==> src/rtl/otp_fuse_pkg.sv <==
`timescale 1ns/1ps
package otp_fuse_pkg;
   typedef enum logic {SEQ_IDLE, SEQ_PULSE} seq_state_e;

   // control word index above the array
   localparam int unsigned REG_PULSE = 0;
   localparam int unsigned REG_PGMN  = 1;
   localparam int unsigned REG_STAT  = 2;
   localparam int unsigned NUM_CTL   = 3;

   // status bit positions
   localparam int unsigned ST_DONE = 0;
   localparam int unsigned ST_BUSY = 1;
   localparam int unsigned ST_ERR  = 2;
endpackage

==> src/rtl/otp_fuse_cells.sv <==
`timescale 1ns/1ps
module otp_fuse_cells #(
   parameter int unsigned NBYTES = 32,
   localparam int unsigned IDX_W = $clog2(NBYTES)
) (
   input  logic                  clk,
   input  logic                  por_n,
   input  logic                  fire_i,
   input  logic [IDX_W-1:0]      fire_idx_i,
   input  logic [7:0]            fire_data_i,
   output logic [NBYTES*8-1:0]   cells_o,
   output logic [NBYTES-1:0]     locks_o
);
   for (genvar g = 0; g < NBYTES; g++) begin : g_byte
      logic [7:0] cell_q;
      logic       lock_q;
      always_ff @(posedge clk or negedge por_n) begin
         if (!por_n) begin
            cell_q <= '0;
            lock_q <= 1'b0;
         end else if (fire_i && (fire_idx_i == IDX_W'(g)) && !lock_q) begin
            cell_q <= cell_q | fire_data_i;
            lock_q <= 1'b1;
         end
      end
      assign cells_o[g*8 +: 8] = cell_q;
      assign locks_o[g]        = lock_q;
   end
endmodule

==> src/rtl/otp_fuse_seq.sv <==
`timescale 1ns/1ps
module otp_fuse_seq
   import otp_fuse_pkg::*;
#(
   parameter int unsigned WORD_BYTES = 4,
   parameter int unsigned PW_W       = 8,
   parameter int unsigned IDX_W      = 5,
   localparam int unsigned SUB_W     = $clog2(WORD_BYTES),
   localparam int unsigned DATA_W    = 8*WORD_BYTES
) (
   input  logic                  clk,
   input  logic                  rst_n,
   input  logic                  start_i,
   input  logic [IDX_W-1:0]      base_i,
   input  logic [DATA_W-1:0]     word_i,
   input  logic [WORD_BYTES-1:0] mask_i,
   input  logic [PW_W-1:0]       pw_i,
   output logic                  busy_o,
   output logic                  done_o,
   output logic                  fire_o,
   output logic [IDX_W-1:0]      fire_idx_o,
   output logic [7:0]            fire_data_o
);
   seq_state_e            state_q;
   logic [PW_W-1:0]       cnt_q, pw_q;
   logic [SUB_W-1:0]      sub_q;
   logic [DATA_W-1:0]     word_q;
   logic [WORD_BYTES-1:0] mask_q;
   logic [IDX_W-1:0]      base_q;
   logic                  done_q;
   logic                  step, last;

   assign step        = (state_q == SEQ_PULSE) && (cnt_q == pw_q);
   assign last        = (sub_q == SUB_W'(WORD_BYTES-1));
   assign fire_o      = step && mask_q[sub_q];
   assign fire_idx_o  = base_q + IDX_W'(sub_q);
   assign fire_data_o = word_q[{sub_q, 3'b000} +: 8];
   assign busy_o      = (state_q == SEQ_PULSE);
   assign done_o      = done_q;

   always_ff @(posedge clk or negedge rst_n) begin
      if (!rst_n) begin
         state_q <= SEQ_IDLE;
         cnt_q   <= '0;
         pw_q    <= '0;
         sub_q   <= '0;
         word_q  <= '0;
         mask_q  <= '0;
         base_q  <= '0;
         done_q  <= 1'b0;
      end else if (start_i) begin
         state_q <= SEQ_PULSE;
         cnt_q   <= PW_W'(1);
         pw_q    <= (pw_i == '0) ? PW_W'(1) : pw_i;
         sub_q   <= '0;
         word_q  <= word_i;
         mask_q  <= mask_i;
         base_q  <= base_i;
         done_q  <= 1'b0;
      end else if (state_q == SEQ_PULSE) begin
         if (step) begin
            cnt_q <= PW_W'(1);
            if (last) begin
               state_q <= SEQ_IDLE;
               done_q  <= 1'b1;
            end else begin
               sub_q <= sub_q + SUB_W'(1);
            end
         end else begin
            cnt_q <= cnt_q + PW_W'(1);
         end
      end
   end
endmodule

==> src/rtl/otp_fuse_ctrl.sv <==
`timescale 1ns/1ps
module otp_fuse_ctrl
   import otp_fuse_pkg::*;
#(
   parameter int unsigned NBYTES     = 32,
   parameter int unsigned WORD_BYTES = 4,
   parameter int unsigned ADDR_W     = 8,
   parameter int unsigned PW_W       = 8,
   parameter int unsigned PW_RESET   = 4,
   localparam int unsigned DATA_W    = 8*WORD_BYTES
) (
   input  logic              clk,
   input  logic              por_n,
   input  logic              rst_n,
   input  logic              bus_req,
   input  logic              bus_we,
   input  logic [ADDR_W-1:0] bus_addr,
   input  logic [DATA_W-1:0] bus_wdata,
   output logic [DATA_W-1:0] bus_rdata
);
   localparam int unsigned IDX_W  = $clog2(NBYTES);
   localparam int unsigned AL_W   = $clog2(WORD_BYTES);
   localparam int unsigned WIDX_W = IDX_W - AL_W;
   localparam int unsigned CS_W   = ADDR_W - AL_W;

   // elaboration-time parameter checks
   if ((WORD_BYTES < 2) || ((1 << AL_W) != WORD_BYTES)) begin : g_bad_word
      $error("WORD_BYTES must be a power of two, at least 2");
   end
   if (((1 << IDX_W) != NBYTES) || (NBYTES <= WORD_BYTES)) begin : g_bad_depth
      $error("NBYTES must be a power of two above WORD_BYTES");
   end
   if ((NBYTES + NUM_CTL*WORD_BYTES) > (1 << ADDR_W)) begin : g_bad_addr
      $error("ADDR_W too narrow for array plus control words");
   end
   if ((PW_W > DATA_W) || (PW_RESET >= (1 << PW_W))) begin : g_bad_pw
      $error("pulse register width or reset value out of range");
   end

   logic [NBYTES*8-1:0]   cell_bits;
   logic [NBYTES-1:0]     lock_bits;
   logic                  seq_busy, seq_done, seq_fire;
   logic [IDX_W-1:0]      fire_idx;
   logic [7:0]            fire_data;

   logic [PW_W-1:0]       pw_q;
   logic                  pgm_n_q, err_q;

   // address decode
   logic                  aligned, in_arr, arr_ok, ctl_hit;
   logic [CS_W-1:0]       ctl_sel;
   logic [WIDX_W-1:0]     widx;
   logic [IDX_W-1:0]      base;
   logic [DATA_W-1:0]     arr_word;

   assign aligned  = (bus_addr[AL_W-1:0] == '0);
   assign in_arr   = (bus_addr < ADDR_W'(NBYTES));
   assign arr_ok   = in_arr && aligned;
   assign ctl_sel  = bus_addr[ADDR_W-1:AL_W] - CS_W'(NBYTES >> AL_W);
   assign ctl_hit  = !in_arr && aligned && (ctl_sel < CS_W'(NUM_CTL));
   assign widx     = bus_addr[IDX_W-1:AL_W];
   assign base     = {widx, {AL_W{1'b0}}};
   assign arr_word = cell_bits[{base, 3'b000} +: DATA_W];

   // per-byte program / clash masks
   logic [WORD_BYTES-1:0] prog_mask, lock_clash;
   for (genvar b = 0; b < WORD_BYTES; b++) begin : g_lane
      logic lane_lock, lane_nz;
      assign lane_lock     = lock_bits[base + IDX_W'(b)];
      assign lane_nz       = |bus_wdata[b*8 +: 8];
      assign prog_mask[b]  = lane_nz && !lane_lock;
      assign lock_clash[b] = lane_nz && lane_lock;
   end

   // read mux
   always_comb begin
      bus_rdata = '0;
      if (arr_ok) begin
         bus_rdata = arr_word;
      end else if (ctl_hit) begin
         if (ctl_sel == CS_W'(REG_PULSE)) begin
            bus_rdata[PW_W-1:0] = pw_q;
         end else if (ctl_sel == CS_W'(REG_PGMN)) begin
            bus_rdata[0] = pgm_n_q;
         end else begin
            bus_rdata[ST_DONE] = seq_done;
            bus_rdata[ST_BUSY] = seq_busy;
            bus_rdata[ST_ERR]  = err_q;
         end
      end
   end

   // access strobes
   logic wr_arr, rd_arr, wr_ctl, start, wr_err;
   assign wr_arr = bus_req && bus_we && !ctl_hit;
   assign rd_arr = bus_req && !bus_we && !ctl_hit;
   assign wr_ctl = bus_req && bus_we && ctl_hit && !seq_busy;
   assign start  = wr_arr && arr_ok && !pgm_n_q && !seq_busy;
   assign wr_err = !arr_ok || pgm_n_q || seq_busy || (|lock_clash);

   always_ff @(posedge clk or negedge rst_n) begin
      if (!rst_n) begin
         pw_q    <= PW_W'(PW_RESET);
         pgm_n_q <= 1'b1;
         err_q   <= 1'b0;
      end else begin
         if (wr_arr) begin
            err_q <= wr_err;
         end else if (rd_arr) begin
            err_q <= !arr_ok;
         end
         if (wr_ctl && (ctl_sel == CS_W'(REG_PULSE))) begin
            pw_q <= bus_wdata[PW_W-1:0];
         end
         if (wr_ctl && (ctl_sel == CS_W'(REG_PGMN))) begin
            pgm_n_q <= bus_wdata[0];
         end
      end
   end

   otp_fuse_seq #(
      .WORD_BYTES (WORD_BYTES),
      .PW_W       (PW_W),
      .IDX_W      (IDX_W)
   ) u_seq (
      .clk         (clk),
      .rst_n       (rst_n),
      .start_i     (start),
      .base_i      (base),
      .word_i      (bus_wdata),
      .mask_i      (prog_mask),
      .pw_i        (pw_q),
      .busy_o      (seq_busy),
      .done_o      (seq_done),
      .fire_o      (seq_fire),
      .fire_idx_o  (fire_idx),
      .fire_data_o (fire_data)
   );

   otp_fuse_cells #(
      .NBYTES (NBYTES)
   ) u_cells (
      .clk         (clk),
      .por_n       (por_n),
      .fire_i      (seq_fire),
      .fire_idx_i  (fire_idx),
      .fire_data_i (fire_data),
      .cells_o     (cell_bits),
      .locks_o     (lock_bits)
   );
endmodule

==> config.mk <==
export PLATFORM = sky130hd
export DESIGN_NAME = otp_fuse_ctrl
export DESIGN_NICKNAME = d
export VERILOG_FILES = /design/src/rtl/otp_fuse_pkg.sv /design/src/rtl/otp_fuse_cells.sv /design/src/rtl/otp_fuse_seq.sv /design/src/rtl/otp_fuse_ctrl.sv
export SDC_FILE = /design/constraint.sdc
export NUM_CORES = 1
export LEC_CHECK = 0
export BUFFER_PORTS_ARGS = -buffer_cell sky130_fd_sc_hd__buf_2
export CAP_MARGIN = 10
export CORE_MARGIN = 2
export CORE_UTILIZATION = 50
export DETAILED_ROUTE_END_ITERATION = 6
export GPL_TIMING_DRIVEN = 0
export PLACE_DENSITY = 0.8
export SYNTH_ARGS = -nofsm -noshare
export SYNTH_HDL_FRONTEND = slang
export SYNTH_SLANG_ARGS = --single-unit
==> constraint.sdc <==
create_clock -name clk -period 1.84 [get_ports clk]
set_clock_uncertainty 0.05 [all_clocks]
set_input_delay 0.092 -clock clk [delete_from_list [all_inputs] [get_ports clk]]
set_output_delay 0.092 -clock clk [all_outputs]
set_load 0.005 [all_outputs]
==> summary.md <==
| Metric | Value |
|---|---|
| # setup viols final | `roughly 330` |
| Post-synth ARST share | `1.00` |
| Yosys reg bits | `between 300 and 400` |
| Die Span X | `roughly 180 µm` |
| Bufs and invs on worst path | `1` |
| Reg clk slew, reported paths | `~60 ps` |
| Drt first pass iters | `5` |
| Final net count | `approximately 1600` |
| Clock Path Buffers | `3` |
| Synth warn | `0` |
| Tmin final | `2200 ps` |
| Core area | `0.0323 mm²` |
| Crit path required time | `~1700 ps` |
| Lkg Pwr | `between 9 and 10 nW` |
| Synthesized-area fraction occupied by adder cells | `0.00462` |
| Sequential-to-total area share from yosys stat | `0.549` |
| H-tree depth | `2` |
| CTS tree | `built` |
| Placer congestion estimate | `between 0.9 and 1` |
| Layout cells sized above 1 | `0.396` |
| Hold_ws | `~170 ps` |
| WL final | `about 54 mm` |
| Post-route DRC | `0` |
| Vias in the first global route | `12678` |
| Syn-to-layout area delta | `33.8%` |
| CP max FO | `2` |
| Post-synth top area share | `0.546` |
| Post-Synth XOR/XNOR Area | `0.00762` |
| Top cells by area, synth | `dfrtp_1 (55%), mux4_2 (10%), o21bai_1 (9.0%)` |
| Initial antenna violation count | `1` |
| Mean Syn Cell Area | `about 13 µm²` |
| Vias | `12426` |
| Global-route wire length before repair | `slightly below 80 mm` |
| Period Utilization, post-route | `1.19` |
| Synth Flop Type | `dfrtp_1` |
| CP cell instances | `mux4_2 -> mux2i_4 -> o22ai_2 -> buf_2` |
| Reg2reg end | `u_cells.g_byte[10].cell_q[7]` |
| Post-synthesis simple-gate area fraction | `0.0982` |
| Slew Limit Headroom | `0.418` |
| Hold WC Path Type | `input pin to async pin` |
| Cells after synthesis | `~1200` |
| Setup TNS | `-80110 ps` |
| Pwr Total | `between 15 and 20 mW` |
| RR Startpoint | `u_seq.sub_q[0]` |
| Fillers | `approximately 2000` |
| Slew Viols, Final | `0` |
| CP delay by family, top | `multiplexers` |
| Worst reg2reg setup slack | `-350 ps` |
| PortBufs | `75` |
| VDD IR-drop max | `0.707 mV` |
| Routed Antenna Nets | `0` |
| Dpl hpwl | `around 30 mm` |
| Max cap viols | `0` |
| Status | `finished, violations left` |
| Largest family of logic cells by synthesized area | `compound AO/OA/AOI/OAI gates` |
| DP Worst Slack | `-719 ps` |
| Worst skew pair latency | `~530 ps` |
| Leading area contributor after synthesis | `dfrtp_1` |
| CP arrival | `between 2000 and 2500 ps` |
| Netlist Area Pre-Place | `0.0163 mm²` |
| Slowest stage delay, CP | `between 500 and 600 ps` |
| Most frequent cells in the layout | `dfrtp_1 (353), o21bai_1 (178), nand2_1 (143)` |
| TritonCTS buffer count | `37` |
| Die area | `about 0.034 mm²` |
| Initial Util | `0.504` |
| Gr ovfl total | `0` |
| Violated checks | `negative setup slack` |
| Netlist cell types | `55` |
| Setup CP Type | `register to output port` |
| RSZ-0062 raised after global routing | `yes` |
| Die H | `between 150 and 200 µm` |
| Io pins | `77` |
| DRT iter0 DRCs | `approximately 1300` |
| PwrDens | `a little over 700 mW/mm²` |
| Commonest non-fill, non-tap cell in the layout | `dfrtp_1` |
| Gr usage total | `0.311` |
| Critical Path Stages | `4` |
| Clock root cell | `clkbuf_16` |
| Number of synthesized flops with an enable pin | `0` |
| Worst setup SP type | `register` |
| Syn Nets | `between 1000 and 1500` |
| Compound-cell area share of the yosys netlist | `0.172` |
| Largest net degree at the start of global routing | `about 130` |
| Crit path max-delay cell type | `mux4_2` |
| Hold Fails Final Rpt | `0` |
| Vias/cell | `approximately 6.3` |
| Portion of netlist area occupied by mux cells | `0.140` |
| Critical path capture point type | `output port` |
| Max Fclk | `0.455 GHz` |
| DR WL/cell | `roughly 27 µm` |
| Worst-Margin Slew | `between 800 and 900 ps` |
| Clk sinks | `roughly 360` |
| Worst-case reg-to-reg path depth | `8` |
| Num rows | `66` |
| Worst Slack Setup Final | `-356 ps` |
## timing repair
action | in CTS | in global routing
pin swaps | 141 | 35
setup endpoints to repair | 376 | 364
buffers inserted | 64 | 52
hold endpoints to repair | 401 | 0
cloned | 14 | 2
gates resized for setup | 242 | 88
hold buffers | 38 | 0
## worst register-to-register path, cell delays in order (launching register included)
cell       delay [ps]
dfrtp_1           410
mux4_2            400
nand4_4           160
nor4_4            300
buf_4             190
clkbuf_16         180
nand2_8           100
buf_8             160
o21bai_1          160
## metrics by stage
step,instance area (µm²),cells,utilization
floorplan,16300,1227,-
CTS,20800,1917,0.644
detailed placement,17300,1746,0.535
global placement,17200,1744,0.533
global route,21800,1971,0.674
finish,21800,1972,0.674
## logic make-up after synthesis
| kind of cell | count (synthesis) |
|---|---|
| DFF | 357 |
| AOI/OAI and AO/OA | 338 |
| and+or+nand+nor | 292 |
| muxes | 134 |
| buffers and inverters | 88 |
| xor gates and xnor gates | 12 |
| adders and majority gates | 6 |
## report_power, final
| part | internal, mW | switching (mW) |
|---|---|---|
| clock network | 4.03 | 3.22 |
| logic | 0.228 | 0.411 |
| registers | 7.85 | 0.000259 |
| total | 12.1 | 3.63 |
## flip-flops by register name, summed over array words and instances (netlist names)
signal                 flops
err_q                      1
pgm_n_q                    1
pw_q                       8
u_cells.g_byte.cell_q    256
u_cells.g_byte.lock_q     32
u_seq.base_q               3
u_seq.busy_o               1
u_seq.cnt_q                8
u_seq.done_o               1
u_seq.mask_q               4
u_seq.pw_q                 8
u_seq.sub_q                2
u_seq.word_q              32
## Yosys cell counts, types with 7 or more instances
| cell | instances |
|---|---|
| buf_2 | 21 |
| nor2_1 | 37 |
| buf_1 | 16 |
| a22o_1 | 8 |
| nor2b_1 | 10 |
| nand2_1 | 148 |
| a21oi_1 | 12 |
| mux2_2 | 13 |
| o21ai_0 | 13 |
| dfrtp_1 | 355 |
| xnor2_1 | 7 |
| mux4_2 | 73 |
| inv_1 | 8 |
| nor4_1 | 7 |
| mux2i_1 | 48 |
| or2_2 | 9 |
| clkbuf_1 | 30 |
| nand2_4 | 8 |
| or3_1 | 7 |
| buf_6 | 10 |
| a31o_2 | 7 |
| o21bai_2 | 80 |
| nand2_8 | 8 |
| nand3_1 | 7 |
| o21bai_1 | 196 |
| nand3b_1 | 16 |
## layer usage
metal,share of wire,routed length [µm],track usage
met5,0,0,0
met4,0.064,3480,0.159
met3,0.091,4930,0.0616
met2,0.48,25700,0.494
met1,0.37,19900,0.408
## final cells by class
class	instances	area, µm²	share of cell area
clock buffers	51	1060	0.0486
flip-flops and latches	357	8940	0.411
diodes	1	2.50	0.000115
well taps	442	553	0.0254
clock inverters	13	77.6	0.00356
repair buffers	247	2330	0.107
inverters	8	30.0	0.00138
multi-input cells	782	8130	0.373
plain buffers	71	651	0.0299
## how the worst max path moves through the flow
stage	from	end
3_3_place_gp	por_n	u_cells.g_byte[4].cell_q[6]
4_1_cts	u_cells.g_byte[0].cell_q[0]	bus_rdata[0]
2_1_floorplan	u_seq.cnt_q[0]	u_cells.g_byte[12].cell_q[0]
5_1_grt	u_seq.sub_q[0]	u_cells.g_byte[10].cell_q[7]
6_report	u_cells.g_byte[0].cell_q[0]	bus_rdata[0]
3_5_place_dp	u_seq.sub_q[1]	u_cells.g_byte[5].cell_q[7]
(Power assumes the default switching activity.)
